$ cat src/rtl/tcd_pkg.sv
// Package: shared types for the toggle-chain divider.
// Assumes nothing beyond standard SystemVerilog.
package tcd_pkg;

    // Toggle behaviour of one half-period stage.
    typedef enum logic [1:0] {
        CELL_PLAIN  = 2'd0,  // toggles on the borrow ripple only
        CELL_TERM   = 2'd1,  // borrow XOR terminal event
        CELL_FB     = 2'd2,  // borrow XOR (terminal AND last stage)
        CELL_FB_INV = 2'd3   // borrow XOR (terminal AND NOT last stage)
    } cell_kind_e;

    // Pick the stage variant from its bit of the low-phase load
    // and its bit of the difference between the two loads.
    function automatic cell_kind_e pick_kind(input logic base_bit,
                                             input logic diff_bit);
        if (!diff_bit)
            return base_bit ? CELL_PLAIN : CELL_TERM;
        return base_bit ? CELL_FB_INV : CELL_FB;
    endfunction

endpackage

$ cat src/rtl/tcd_stage.sv
// Module: tcd_stage
// One toggle flip-flop of the half-period count. Its toggle input is the
// borrow from the stages below it. Depending on KIND, that input is also
// XORed with the terminal event and with the final output stage, so that at
// terminal count the stage lands on its bit of the next half-period load.
// Assumes term is high only when every stage of the count holds 0.
module tcd_stage
    import tcd_pkg::*;
#(
    parameter cell_kind_e KIND = CELL_PLAIN
) (
    input  logic clk,
    input  logic rst_n,
    input  logic borrow_in,
    input  logic term,
    input  logic fb,
    output logic q,
    output logic borrow_out
);

    logic flip;

    // Select the toggle-input variant for this bit position.
    generate
        case (KIND)
            CELL_PLAIN:  begin : g_plain
                assign flip = borrow_in;
            end
            CELL_TERM:   begin : g_term
                assign flip = borrow_in ^ term;
            end
            CELL_FB:     begin : g_fb
                assign flip = borrow_in ^ (term & fb);
            end
            default:     begin : g_fb_inv
                assign flip = borrow_in ^ (term & ~fb);
            end
        endcase
    endgenerate

    // Toggle register with synchronous active-low clear.
    always_ff @(posedge clk) begin
        if (!rst_n)
            q <= 1'b0;
        else if (flip)
            q <= ~q;
    end

    // Borrow ripples upward only while this stage holds 0.
    assign borrow_out = borrow_in & ~q;

endmodule

$ cat src/rtl/tcd_chain.sv
// Module: tcd_chain
// The lower CW stages of the divider. Together they form a down-counting
// toggle chain that holds the remaining length of the current half period.
// term rises when the chain holds zero. On that edge the chain moves to
// LO_LOAD or HI_LOAD, chosen by the final stage through XOR feedback.
// Assumes fb is the final stage and that it flips exactly when term is high.
module tcd_chain
    import tcd_pkg::*;
#(
    parameter int          CW      = 3,
    parameter logic [CW-1:0] LO_LOAD = '0,
    parameter logic [CW-1:0] HI_LOAD = '0
) (
    input  logic          clk,
    input  logic          rst_n,
    input  logic          fb,
    output logic [CW-1:0] cnt,
    output logic          term
);

    localparam logic [CW-1:0] DIFF = LO_LOAD ^ HI_LOAD;

    logic [CW:0] borrow;

    assign borrow[0] = 1'b1;
    assign term      = borrow[CW];

    // One stage per bit, variant picked from the two load patterns.
    generate
        for (genvar i = 0; i < CW; i++) begin : g_stage
            localparam cell_kind_e K = pick_kind(LO_LOAD[i], DIFF[i]);
            tcd_stage #(.KIND(K)) u_stage (
                .clk       (clk),
                .rst_n     (rst_n),
                .borrow_in (borrow[i]),
                .term      (term),
                .fb        (fb),
                .q         (cnt[i]),
                .borrow_out(borrow[i+1])
            );
        end
    endgenerate

    // Away from terminal, the chain counts down by exactly one per cycle.
    assert_count_down_R5: assert property (@(posedge clk) disable iff (!rst_n)
        (cnt != '0) |=> (cnt == CW'($past(cnt) - 1)));

    // Entering a high phase loads the high-phase length.
    assert_high_load_R3: assert property (@(posedge clk) disable iff (!rst_n)
        (cnt == '0 && !fb) |=> (cnt == HI_LOAD));

    // Entering a low phase loads the low-phase length.
    assert_low_load_R4: assert property (@(posedge clk) disable iff (!rst_n)
        (cnt == '0 && fb) |=> (cnt == LO_LOAD));

endmodule

$ cat src/rtl/tcd_out_stage.sv
// Module: tcd_out_stage
// The last toggle stage of the chain, mapped to the top bit of N. It flips
// whenever the lower chain reaches terminal count and drives the output.
// Assumes term comes from the lower chain's borrow ripple.
module tcd_out_stage (
    input  logic clk,
    input  logic rst_n,
    input  logic term,
    output logic q
);

    // Output toggle register with synchronous active-low clear.
    always_ff @(posedge clk) begin
        if (!rst_n)
            q <= 1'b0;
        else if (term)
            q <= ~q;
    end

endmodule

$ cat src/rtl/toggle_chain_divider.sv
// Module: toggle_chain_divider
// Divide-by-N square wave generator built from $clog2(N+1) toggle stages.
// Stages below the top one count down the half period. The top stage is the
// output. High phase is floor(N/2) cycles and low phase is ceil(N/2) cycles.
// Assumes N >= 2. The reset is synchronous and active low.
module toggle_chain_divider #(
    parameter int N = 11
) (
    input  logic clk,
    input  logic rst_n,
    output logic div_out
);

    localparam int STAGES = $clog2(N + 1);
    localparam int CW     = STAGES - 1;
    localparam int HI_LEN = N / 2;
    localparam int LO_LEN = N - HI_LEN;
    localparam logic [CW-1:0] HI_LOAD = CW'(HI_LEN - 1);
    localparam logic [CW-1:0] LO_LOAD = CW'(LO_LEN - 1);

    logic [CW-1:0] cnt;
    logic          term;
    logic          out_q;

    // Half-period count: the lower toggle stages.
    tcd_chain #(
        .CW     (CW),
        .LO_LOAD(LO_LOAD),
        .HI_LOAD(HI_LOAD)
    ) u_chain (
        .clk  (clk),
        .rst_n(rst_n),
        .fb   (out_q),
        .cnt  (cnt),
        .term (term)
    );

    // Final stage, fed back to the XOR stages of the chain.
    tcd_out_stage u_out (
        .clk  (clk),
        .rst_n(rst_n),
        .term (term),
        .q    (out_q)
    );

    assign div_out = out_q;

    // A reset edge clears the output and the count.
    assert_reset_clear_R1: assert property (@(posedge clk)
        !rst_n |=> (!div_out && cnt == '0));

    // The output flips at every terminal count.
    assert_flip_at_term_R6: assert property (@(posedge clk) disable iff (!rst_n)
        (cnt == '0) |=> (div_out != $past(div_out)));

    // The output holds while the count is still running.
    assert_hold_mid_phase_R6: assert property (@(posedge clk) disable iff (!rst_n)
        (cnt != '0) |=> $stable(div_out));

endmodule

$ cat config.mk
export PLATFORM = sky130hd
export DESIGN_NAME = toggle_chain_divider
export DESIGN_NICKNAME = d
export VERILOG_FILES = /design/src/rtl/tcd_pkg.sv /design/src/rtl/tcd_stage.sv /design/src/rtl/tcd_chain.sv /design/src/rtl/tcd_out_stage.sv /design/src/rtl/toggle_chain_divider.sv
export SDC_FILE = /design/constraint.sdc
export NUM_CORES = 1
export LEC_CHECK = 0
export ABC_AREA = 1
export BUFFER_PORTS_ARGS = -buffer_cell sky130_fd_sc_hd__buf_2
export CAP_MARGIN = 20
export CORE_AREA = 10 10 47 49
export CTS_BUF_LIST = sky130_fd_sc_hd__clkbuf_8 sky130_fd_sc_hd__clkbuf_16
export DETAILED_ROUTE_END_ITERATION = 10
export DIE_AREA = 0 0 57 59
export HOLD_SLACK_MARGIN = 0.15
export PLACE_DENSITY = 0.33
export SKIP_CTS_REPAIR_TIMING = 1
export SYNTH_ARGS = -nofsm -noshare
export SYNTH_HDL_FRONTEND = slang
export SYNTH_SLANG_ARGS = --single-unit
$ cat constraint.sdc
create_clock -name clk -period 0.9 [get_ports clk]
set_input_delay 0.18 -clock clk [delete_from_list [all_inputs] [get_ports clk]]
set_output_delay 0.18 -clock clk [all_outputs]
set_load 0.01 [all_outputs]
==> reports/summary.txt <==
Slew @ Worst Pin -> 176 ps
GP Congestion -> 0.668
First-pass GRT wire length -> 503 um
Worst path bufs/invs -> 1
Fin worst setup slack -> 64.7 ps
Area leader, netlist -> dfxtp_1
Setup slack at placement -> 102 ps
Port Buffers -> 2
Placed insts -> 38
Hold/Removal Path Class -> input pin to register
CP peak stage delay -> 320 ps
CORE AREA -> 0.00140 mm2
# rows -> 14
Vias in the first global route -> 128
Post-detail-place hpwl -> 223 um
Mapped Area -> 165 um2
Drt wl/cell -> 7.12 um
Compound-cell area share of the yosys netlist -> 0.144
TritonRoute pass-1 iters -> 1
H-tree levels -> 1
Total Wirelength -> 292 um
Layout cell share with drive strength beyond 1 -> 0.400
Top delay family on crit path -> flip-flops
Seq cells post-synth -> 4
Clk slew on worst S/H paths -> 30 ps
Root Driver -> clkbuf_8
Startpoint types -> register
Power density over the cells -> 4330 mW/mm2
DR iter-0 viols -> 0
Syn_area_per_cell -> 8.26 um2
Cell area after layout -> 238 um2
Clock period minus worst slack -> 835 ps
TritonCTS clock tree -> yes
Synth Area in Simple Gates -> 0.280
Unrepaired setup endpoints after global routing -> no
Post-synth top area share -> 0.485
Status -> finished clean
Dpl cell area -> 195 um2
Crit path kind -> register to primary output
Final Core Density -> 0.170
Fin Setup TNS -> 0 ps
Final hold vios -> 0
Worst vdd ir -> 1.28 mV
Gate Count Post-Synth -> 20
Seq/Total Area, Yosys -> 0.485
# DRC -> 0
Number of routed nets with antenna violations -> 0
FMAX -> 1200 MHz
IO Pins -> 3
Vias -> 138
Total GRT Usage -> 0.0259
Crit-path cells -> buf_2
Die width -> 57 um
Post-Synth XOR/XNOR Area -> 0
Average via count per standard cell -> 3.37
Worst slew margin -> 0.883
Max_cap viols -> 0
Initial Utilization -> 0.118
Fin cells -> 41
Setup Skew -> 0.603 ps
Die area -> 0.00336 mm2
Synthesized Nets -> 22
Num CTS Buffers -> 3
Synth area leaders -> dfxtp_1 (48%), inv_1 (9.1%), nand2_1 (9.1%), nor2_4 (6.8%), a21oi_1 (6.1%)
Max FO, Critical Path -> 3
Clock latency on the worst-skew pair -> 210 ps
Longest Clk Path Bufs -> 2
Antenna violations before repair -> 0
Net count, final -> 29
Crit share post-route -> 0.928
Critical Path RT -> 720 ps
Final Setup Violations -> 0
Max stage delay cell, worst path -> dfxtp_2
Largest family of logic cells by synthesized area -> simple AND/OR/NAND/NOR gates
Total gr overflow -> 0
Die Ht -> 59 um
Diode count -> 0
Adder-cell share of the synthesized area -> 0
Synth cell types -> 10
Largest net degree at the start of global routing -> 5
Multiplexer area fraction after synthesis -> 0
Worst setup EP type -> primary output
Yosys warnings -> 0
Max-slew violation count -> 0
Syn-to-layout area delta -> 43.9%
Clock sink count -> 4
Leakage -> 0.109 nW
Arr. time, crit path -> 660 ps
worst paths after layout:
kind                                  endpoint  cells after the start  slack (ps)                    startpoint
setup reg to reg  u_chain.g_stage[0].u_stage.q                      4         110  u_chain.g_stage[0].u_stage.q
hold / removal                         u_out.q                      3         240                         rst_n
setup / recovery                       div_out                      1          60                       u_out.q
hold reg to reg                        u_out.q                      2         470                       u_out.q
Yosys cell counts:
cell,count
a21oi_1,2
a21oi_2,1
dfxtp_1,4
inv_1,4
nand2_1,4
nand2_2,1
nand3_2,1
nor2_1,1
nor2_4,1
o21ai_0,1
cell families (layout without fill, tap and decap cells):
kind of cell           Yosys count  in the layout
AND/OR/NAND/NOR                  8              8
AO/OA/AOI/OAI                    4              4
flip-flops                       4              4
buffers and inverters            4              9
per-stage QoR:
stage,total power [mW],hold slack (ps)
finish,1.03,236
global route,1.13,248
floorplan,0.593,351
CTS,1.05,234
detailed placement,0.666,457
global placement,0.659,452
worst reg2reg max path, delay by kind of cell, from the launching register on:
kind / cells / cell delay, ps
buffers and inverters: 1 / 30
and+or+nand+nor: 3 / 320
DFF: 1 / 340
where the power goes:
group          internal, mW  switching, mW  leakage [nW]  total, mW
Clock                 0.284         0.0836        0.0216      0.368
Combinational         0.137          0.180        0.0535      0.317
Sequential            0.271         0.0754        0.0335      0.346
cell type report:
cell class	instances	area [um2]
repair buffers	2	10.0
flip-flops and latches	4	81.3
fillers	167	1160
multi-input cells	12	70.1
clock buffers	3	41.3
well taps	16	20.0
inverters	4	15.0
metal layers:
layer | share of wire | track usage | wire [um] | vias up
li1 | - | - | - | 71
met5 | 0 | 0 | 0 | -
met2 | 0.53 | 0.0264 | 156 | 2
met4 | 0.065 | 0.0705 | 19 | 0
met1 | 0.30 | 0.0130 | 89 | 63
met3 | 0.092 | 0.0236 | 27 | 2
registers in the layout, indices dropped and copies added (netlist names):
register and flops:
u_chain.g_stage.u_stage.q 3, u_out.q 1
placed cells by master, fill, tap and decap left out:
master	synthesis	layout
inv_1	4	4
clkbuf_8	0	3
nor2_1	1	1
a21oi_2	1	1
a21oi_1	2	2
o21ai_0	1	1
buf_2	0	2
dfxtp_2	0	1
nand2_2	1	1
nor2_4	1	1
nand3_2	1	1
nand2_1	4	4
dfxtp_1	4	3
Note: power is estimated with default switching activity, not from simulation.
